<file path="src/rtl/irqwin_pkg.sv">
package irqwin_pkg;

    typedef enum logic [2:0] {
        ST_IDLE,
        ST_RESP,
        ST_COMMIT,
        ST_SCAN,
        ST_EOI
    } win_state_e;

    typedef enum logic [2:0] {
        TGT_SEL,
        TGT_ID,
        TGT_VER,
        TGT_ARB,
        TGT_ENT,
        TGT_EOI,
        TGT_NONE
    } win_tgt_e;

    localparam logic [7:0] OFF_SEL = 8'h00;
    localparam logic [7:0] OFF_WIN = 8'h10;
    localparam logic [7:0] OFF_EOI = 8'h40;

    localparam logic [7:0] IDX_ID  = 8'h00;
    localparam logic [7:0] IDX_VER = 8'h01;
    localparam logic [7:0] IDX_ARB = 8'h02;
    localparam logic [7:0] IDX_TBL = 8'h10;

    localparam int B_PEND = 12;
    localparam int B_RIRR = 14;
    localparam int B_TRIG = 15;

    localparam logic [63:0] ENT_RW_MASK = 64'hFFFF_0000_0001_AFFF;
    localparam logic [63:0] ENT_RESET   = 64'h0000_0000_0001_0000;

endpackage

</file>
<file path="src/rtl/irqwin_decode.sv">
module irqwin_decode
    import irqwin_pkg::*;
#(
    parameter int NUM_ENT = 24,
    parameter bit EOI_EN  = 1'b1,
    parameter int IDX_W   = 5
) (
    input  logic [7:0]       addr8,
    input  logic [7:0]       sel,
    input  logic [2:0]       size,
    output win_tgt_e         tgt,
    output logic [IDX_W-1:0] ent_idx,
    output logic             ent_hi
);

    logic       size_ok;
    logic [7:0] rel;
    logic       in_tbl;

    always_comb begin
        size_ok = (size == 3'd4);
        rel     = sel - IDX_TBL;
        in_tbl  = (sel >= IDX_TBL) && ({1'b0, rel[7:1]} < 8'(NUM_ENT));
        ent_idx = rel[IDX_W:1];
        ent_hi  = sel[0];
        tgt     = TGT_NONE;
        unique case (addr8)
            OFF_SEL: tgt = TGT_SEL;
            OFF_WIN: begin
                if (size_ok) begin
                    if (sel == IDX_ID)       tgt = TGT_ID;
                    else if (sel == IDX_VER) tgt = TGT_VER;
                    else if (sel == IDX_ARB) tgt = TGT_ARB;
                    else if (in_tbl)         tgt = TGT_ENT;
                    else                     tgt = TGT_NONE;
                end
            end
            OFF_EOI: begin
                if (size_ok && EOI_EN) tgt = TGT_EOI;
            end
            default: tgt = TGT_NONE;
        endcase
    end

endmodule

</file>
<file path="src/rtl/irqwin_table.sv">
module irqwin_table
    import irqwin_pkg::*;
#(
    parameter int NUM_ENT = 24,
    parameter int IDX_W   = 5
) (
    input  logic               clk,
    input  logic               rst_n,
    input  logic               wr_en,
    input  logic [IDX_W-1:0]   wr_idx,
    input  logic               wr_hi,
    input  logic [31:0]        wr_data,
    input  logic               eoi_en,
    input  logic [7:0]         eoi_vec,
    input  logic [NUM_ENT-1:0] rirr_set,
    input  logic [NUM_ENT-1:0] pend,
    input  logic [IDX_W-1:0]   rd_idx,
    input  logic               rd_hi,
    output logic [31:0]        rd_data,
    output logic [NUM_ENT-1:0] rirr_vec
);

    logic [63:0] view [NUM_ENT];

    for (genvar g = 0; g < NUM_ENT; g++) begin : g_ent
        logic [63:0] cfg_q;
        logic [63:0] cfg_new;
        logic        rirr_q;
        logic        hit_wr;
        logic        hit_eoi;

        always_comb begin
            hit_wr  = wr_en && (wr_idx == IDX_W'(g));
            cfg_new = wr_hi ? {wr_data, cfg_q[31:0]} : {cfg_q[63:32], wr_data};
            cfg_new = cfg_new & ENT_RW_MASK;
            hit_eoi = eoi_en && cfg_q[B_TRIG] && (cfg_q[7:0] == eoi_vec);
        end

        always_ff @(posedge clk) begin
            if (!rst_n) begin
                cfg_q  <= ENT_RESET;
                rirr_q <= 1'b0;
            end else begin
                if (hit_wr) begin
                    cfg_q <= cfg_new;
                end
                if (hit_wr && !cfg_new[B_TRIG]) begin
                    rirr_q <= 1'b0;
                end else if (hit_eoi) begin
                    rirr_q <= 1'b0;
                end else if (rirr_set[g]) begin
                    rirr_q <= 1'b1;
                end
            end
        end

        always_comb begin
            view[g]         = cfg_q;
            view[g][B_RIRR] = rirr_q;
            view[g][B_PEND] = pend[g];
        end

        assign rirr_vec[g] = rirr_q;
    end

    always_comb begin
        rd_data = '0;
        for (int i = 0; i < NUM_ENT; i++) begin
            if (rd_idx == IDX_W'(i)) begin
                rd_data = rd_hi ? view[i][63:32] : view[i][31:0];
            end
        end
    end

endmodule

</file>
<file path="src/rtl/irqwin_fsm.sv">
module irqwin_fsm
    import irqwin_pkg::*;
(
    input  logic       clk,
    input  logic       rst_n,
    input  logic       req,
    input  logic       we,
    input  win_tgt_e   tgt,
    output win_state_e state,
    output logic       ready,
    output logic       rvalid,
    output logic       commit_en,
    output logic       scan_req,
    output logic       eoi_valid
);

    win_state_e state_d;

    always_comb begin
        state_d = state;
        unique case (state)
            ST_IDLE: begin
                if (req) begin
                    if (!we)                 state_d = ST_RESP;
                    else if (tgt == TGT_ENT) state_d = ST_COMMIT;
                    else if (tgt == TGT_EOI) state_d = ST_EOI;
                    else                     state_d = ST_IDLE;
                end
            end
            ST_RESP:   state_d = ST_IDLE;
            ST_COMMIT: state_d = ST_SCAN;
            ST_SCAN:   state_d = ST_IDLE;
            ST_EOI:    state_d = ST_IDLE;
            default:   state_d = ST_IDLE;
        endcase
    end

    always_ff @(posedge clk) begin
        if (!rst_n) state <= ST_IDLE;
        else        state <= state_d;
    end

    always_comb begin
        ready     = 1'b0;
        rvalid    = 1'b0;
        commit_en = 1'b0;
        scan_req  = 1'b0;
        eoi_valid = 1'b0;
        unique case (state)
            ST_IDLE:   ready     = 1'b1;
            ST_RESP:   rvalid    = 1'b1;
            ST_COMMIT: commit_en = 1'b1;
            ST_SCAN:   scan_req  = 1'b1;
            ST_EOI:    eoi_valid = 1'b1;
            default:   ready     = 1'b0;
        endcase
    end

endmodule

</file>
<file path="src/rtl/irq_reg_window.sv">
module irq_reg_window
    import irqwin_pkg::*;
#(
    parameter int         NUM_ENT = 24,
    parameter logic [7:0] VERSION = 8'h20,
    parameter int         ADDR_W  = 12
) (
    input  logic               clk,
    input  logic               rst_n,
    input  logic               req,
    input  logic               we,
    input  logic [ADDR_W-1:0]  addr,
    input  logic [2:0]         size,
    input  logic [31:0]        wdata,
    output logic               ready,
    output logic               rvalid,
    output logic [31:0]        rdata,
    input  logic [NUM_ENT-1:0] rirr_set,
    input  logic [NUM_ENT-1:0] pend,
    output logic               scan_req,
    output logic               eoi_valid,
    output logic [7:0]         eoi_vector
);

    localparam int IDX_W  = (NUM_ENT > 1) ? $clog2(NUM_ENT) : 1;
    localparam bit EOI_EN = (VERSION == 8'h20);
    localparam logic [31:0] VER_WORD = {8'h00, 8'(NUM_ENT - 1), 8'h00, VERSION};

    logic [7:0]       sel_q;
    logic [3:0]       id_q;
    logic [31:0]      cap_data;
    logic [IDX_W-1:0] cap_idx;
    logic             cap_hi;
    logic [31:0]      rdata_q;

    win_tgt_e         tgt;
    logic [IDX_W-1:0] dec_idx;
    logic             dec_hi;
    win_state_e       state;
    logic             commit_en;
    logic             accept;
    logic [31:0]      tbl_rd;
    logic [31:0]      rd_mux;
    logic [NUM_ENT-1:0] rirr_vec;
    logic             unused_addr_hi;

    if (ADDR_W > 8) begin : g_addr_hi
        assign unused_addr_hi = ^addr[ADDR_W-1:8];
    end else begin : g_addr_exact
        assign unused_addr_hi = 1'b0;
    end

    irqwin_decode #(
        .NUM_ENT(NUM_ENT),
        .EOI_EN (EOI_EN),
        .IDX_W  (IDX_W)
    ) u_dec (
        .addr8  (addr[7:0]),
        .sel    (sel_q),
        .size   (size),
        .tgt    (tgt),
        .ent_idx(dec_idx),
        .ent_hi (dec_hi)
    );

    irqwin_fsm u_fsm (
        .clk      (clk),
        .rst_n    (rst_n),
        .req      (req),
        .we       (we),
        .tgt      (tgt),
        .state    (state),
        .ready    (ready),
        .rvalid   (rvalid),
        .commit_en(commit_en),
        .scan_req (scan_req),
        .eoi_valid(eoi_valid)
    );

    irqwin_table #(
        .NUM_ENT(NUM_ENT),
        .IDX_W  (IDX_W)
    ) u_tbl (
        .clk     (clk),
        .rst_n   (rst_n),
        .wr_en   (commit_en),
        .wr_idx  (cap_idx),
        .wr_hi   (cap_hi),
        .wr_data (cap_data),
        .eoi_en  (eoi_valid),
        .eoi_vec (cap_data[7:0]),
        .rirr_set(rirr_set),
        .pend    (pend),
        .rd_idx  (dec_idx),
        .rd_hi   (dec_hi),
        .rd_data (tbl_rd),
        .rirr_vec(rirr_vec)
    );

    assign accept = req && ready;

    always_comb begin
        unique case (tgt)
            TGT_SEL: rd_mux = {24'h0, sel_q};
            TGT_ID,
            TGT_ARB: rd_mux = {4'h0, id_q, 24'h0};
            TGT_VER: rd_mux = VER_WORD;
            TGT_ENT: rd_mux = tbl_rd;
            default: rd_mux = '0;
        endcase
    end

    always_ff @(posedge clk) begin
        if (!rst_n) begin
            sel_q    <= '0;
            id_q     <= '0;
            cap_data <= '0;
            cap_idx  <= '0;
            cap_hi   <= 1'b0;
            rdata_q  <= '0;
        end else if (accept) begin
            cap_data <= wdata;
            cap_idx  <= dec_idx;
            cap_hi   <= dec_hi;
            if (we) begin
                if (tgt == TGT_SEL) sel_q <= wdata[7:0];
                if (tgt == TGT_ID)  id_q  <= wdata[27:24];
            end else begin
                rdata_q <= rd_mux;
            end
        end
    end

    assign rdata      = rdata_q;
    assign eoi_vector = cap_data[7:0];

endmodule

</file>
<file path="config.mk">
export PLATFORM = sky130hd
export DESIGN_NAME = irq_reg_window
export DESIGN_NICKNAME = d
export VERILOG_FILES = /design/src/rtl/irqwin_pkg.sv /design/src/rtl/irqwin_decode.sv /design/src/rtl/irqwin_table.sv /design/src/rtl/irqwin_fsm.sv /design/src/rtl/irq_reg_window.sv
export SDC_FILE = /design/constraint.sdc
export NUM_CORES = 2
export LEC_CHECK = 0
export BUFFER_PORTS_ARGS = -buffer_cell sky130_fd_sc_hd__buf_2
export CORE_MARGIN = 2
export CORE_UTILIZATION = 45
export DETAILED_ROUTE_END_ITERATION = 6
export PLACE_DENSITY_LB_ADDON = 0.15
export SLEW_MARGIN = 5
export SYNTH_ARGS = -nofsm -noshare
export SYNTH_HDL_FRONTEND = slang
export SYNTH_HIERARCHICAL = 1
export SYNTH_SLANG_ARGS = --single-unit
export TNS_END_PERCENT = 10
</file>
<file path="constraint.sdc">
create_clock -name clk -period 8.6 [get_ports clk]
set_input_delay 1.72 -clock clk [delete_from_list [all_inputs] [get_ports clk]]
set_output_delay 1.72 -clock clk [all_outputs]
set_load 0.02 [all_outputs]
</file>
==> run summary <==
At the pin with the least slew margin, the transition time is 1255 ps. Each instance of the synthesized netlist takes up on average 8.958 um2. The leakage power was 15.81 nW; the die extent in x was 304.9 um. The initial antenna violation count is 8. The tools report the number of global-route vias before repair as 30823. Across all layers, the routed design uses 33494 vias. The final core utilization came out at 50.08%. After the first detailed-routing iteration, the DRC count stood at 3365. The power density of the placed cells came out at 186.3 mW/mm2.

For the sum of overflow across all layers after global routing, the log shows 0. The height of the chip was 304.9 um. Of all nets on the critical path, the largest fanout is 27.

Once detail routing completed, the nets flagged for antenna violations numbered 0. The number of max-cap violations came out at 0. The first global-routing pass estimated 200400 um of wire.

Data on the critical path is required at its endpoint by 9100 ps. For the worst supply voltage drop on vdd, the log shows 0.0001435 V. Number of warnings reported in the yosys synthesis log: 6. For the buffer count from post-CTS setup fixing, the log shows 0.

The signal on the critical path passes through inv_1 > buf_4 > ha_1 > inv_1 > nand2b_1 > nor2_2 > buf_4 > a32oi_1 > nand4_1 > or4_1 > and3b_1 > o211ai_1 > a21oi_1. For the number of endpoints failing setup at the final stage, the log shows 0. The highest-delay cell along the critical path was sky130_fd_sc_hd__nand2b_1. The sequential share of power came out at 47.9%. Kind of cell adding the most delay to the critical path: simple AND/OR/NAND/NOR gates.

Global routing used 27.63% of the available tracks across all layers. In this run the standard cell core region covers 0.08987 mm2. The worst pin sits at a relative slew slack of 16.23%. The final layout contains 4546 nets.

The synthesized netlist occupies a cell area of 0.04074 mm2. The post-synth net total is 4649, and the level count of the clock H-tree is 3. The initial utilization of the core area, before any placement, comes to 45.33%. The worst path uses 59.41% of the clock period. The run gives 6.435 mW as the cell internal power dissipation. In this run the power spent charging and discharging nets is 1.951 mW. The total of cells resized after clock tree synthesis is 0, and the remaining routing DRC violations is 0.

After detailed routing, the number of vias per cell comes to 5.877. The I/O pin total is 143. Together, buffers and inverters on the worst path number 4. The final-layout setup total negative slack was 0 ps. The source-to-sink clock delay at the later pin of the worst-skew pair was 660 ps. Subtracting the final worst setup slack from the clock period gives 5109 ps. The first detailed-routing pass took 5 iterations. Dividing the detail-routed wire length by the instance count gives 23.45 um.

For the number of instances in the synthesized netlist, the log shows 4548. Summed over all layers, the routed wires come to 133600 um. On the worst path, the slowest cell contributes a delay of 820 ps. The run gives 3.6% as the combinational share of power. TritonCTS built the clock tree. The maximum clock frequency was 195.7 MHz. The die covers 0.09296 mm2. The signed area change from the synthesized netlist to the final layout is 10.48%, and the quantity of I/O buffers inserted on ports is 136. For this design, the sink count on the clock tree is 851.

The worst setup path is launched from a flip-flop. Net switching is 23.26% of the power. The half-perimeter wire length of the detailed placement result was 84930 um; the final estimated routing congestion in global placement was 0.8741. Hold timing on the final database bottoms out at a slack of 448.3 ps. For the final database, setup skew stands at 17.83 ps.

In this run, CTS created clock tree buffers numbering 94. The tools report the post-placement cell area as 0.04191 mm2. For the count of pins over their slew limit, the log shows 0. Setup repair after global routing left no endpoint under its margin. The worst setup path is captured at a flip-flop. Data arrives at the worst endpoint at 5610 ps. Buffers inserted to repair hold after CTS numbered 0.

The kind of path behind the tightest hold check is flip-flop to flip-flop. Of the cells placed in the final design, the portion with a size suffix greater than 1 is 11.25%. Clock-pin slew was measured on the worst setup and hold paths at 60 ps. Summing all non-filler instances in the final layout gives an area of 0.04501 mm2. The clock passes through at most 3 buffers. The run gives 0 as the antenna diode count. The flow ran to the end, and the final reports show no timing, DRC or antenna violations. In this run the core area contains 110 standard-cell rows. The hold violation total from the final report is 0.

In this run the clock root is driven by a sky130_fd_sc_hd__clkbuf_16. The critical path is of the flip-flop to flip-flop type. The largest net degree at the start of global routing is 277, and the part of the power in the clock network is 48.4%.
-- stage by stage --
stage                     setup slack, ps  total power [mW]  instances
after global routing                 3338             8.632       5699
after CTS                            3581             8.444       5699
after detailed placement             3598             4.404       5525
after floorplan                      4822             4.296       4548
final                                3491             8.386       5699
after global placement               3667             4.405       5525
-- layout make-up --
class	count	area [um2]
Clock buffer	139	2731
Clock inverter	35	367.9
Fill cell	8560	44860
Inverter	8	30.03
Multi-Input combinational cell	3252	21880
Sequential cell	851	17050
Tap cell	1176	1471
Timing Repair Buffer	238	1481
-- state kept, by name (all words and copies together) (netlist names) --
| signal | flops |
|---|---|
| u_tbl/g_ent.cfg_q | 744 |
| rdata | 32 |
| cap_data | 30 |
| u_tbl/g_ent.rirr_q | 24 |
| sel_q | 8 |
| cap_idx | 5 |
| id_q | 4 |
| u_fsm/state | 3 |
| cap_hi | 1 |
-- layout by cell type, fill, tap and decap left out, drive strengths merged, types with 28 or more instances in the layout --
cell type	instances
dfxtp	851
nand2	650
mux2i	424
nor2b	401
a21boi	324
nand3	300
a22oi	246
buf	238
xor2	141
clkbuf	139
a21oi	134
nand4	100
a32oi	64
xnor2	53
nor4	53
nor2	46
nor3	43
o21ai	34
or4	33
clkinv	28
-- worst reg2reg max path, stage by stage (launching register included) --
cell                       delay, ps
sky130_fd_sc_hd__dfxtp_1         340
sky130_fd_sc_hd__inv_1            60
sky130_fd_sc_hd__buf_4           330
sky130_fd_sc_hd__ha_1            360
sky130_fd_sc_hd__inv_1           550
sky130_fd_sc_hd__nand2b_1        830
sky130_fd_sc_hd__nor2_2          420
sky130_fd_sc_hd__buf_4           340
sky130_fd_sc_hd__a32oi_1         220
sky130_fd_sc_hd__nand4_1         280
sky130_fd_sc_hd__or4_1           730
sky130_fd_sc_hd__and3b_1         250
sky130_fd_sc_hd__o211ai_1        150
sky130_fd_sc_hd__a21oi_1          80
-- per-layer routing --
layer | routed length, um | track usage, %
met1 | 64200 | 41.77
met2 | 57540 | 41.53
met5 | 0 | 0
met4 | 1922 | 5.250
met3 | 9973 | 4.123
-- path summary, 6_finish.rpt --
path | from | cells after the start | slack [ps] | to
max | sel_q[4]$_SDFFE_PN0P_ | 13 | 3490 | rdata[5]$_SDFFE_PN0P_
min | rdata[29]$_SDFFE_PN0P_ | 2 | 450 | rdata[29]$_SDFFE_PN0P_
max reg2reg | sel_q[4]$_SDFFE_PN0P_ | 13 | 3490 | rdata[5]$_SDFFE_PN0P_
min reg2reg | rdata[29]$_SDFFE_PN0P_ | 2 | 450 | rdata[29]$_SDFFE_PN0P_
-- power groups by stage --
stage	combinational [mW]	clock, mW	sequential (mW)
2_1_floorplan	0.236	0	4.06
3_3_place_gp	0.301	0	4.10
3_5_place_dp	0.300	0	4.10
4_1_cts	0.301	4.13	4.02
5_1_grt	0.325	4.29	4.02
6_report	0.305	4.06	4.02
Power figures use the tool's default switching activity.
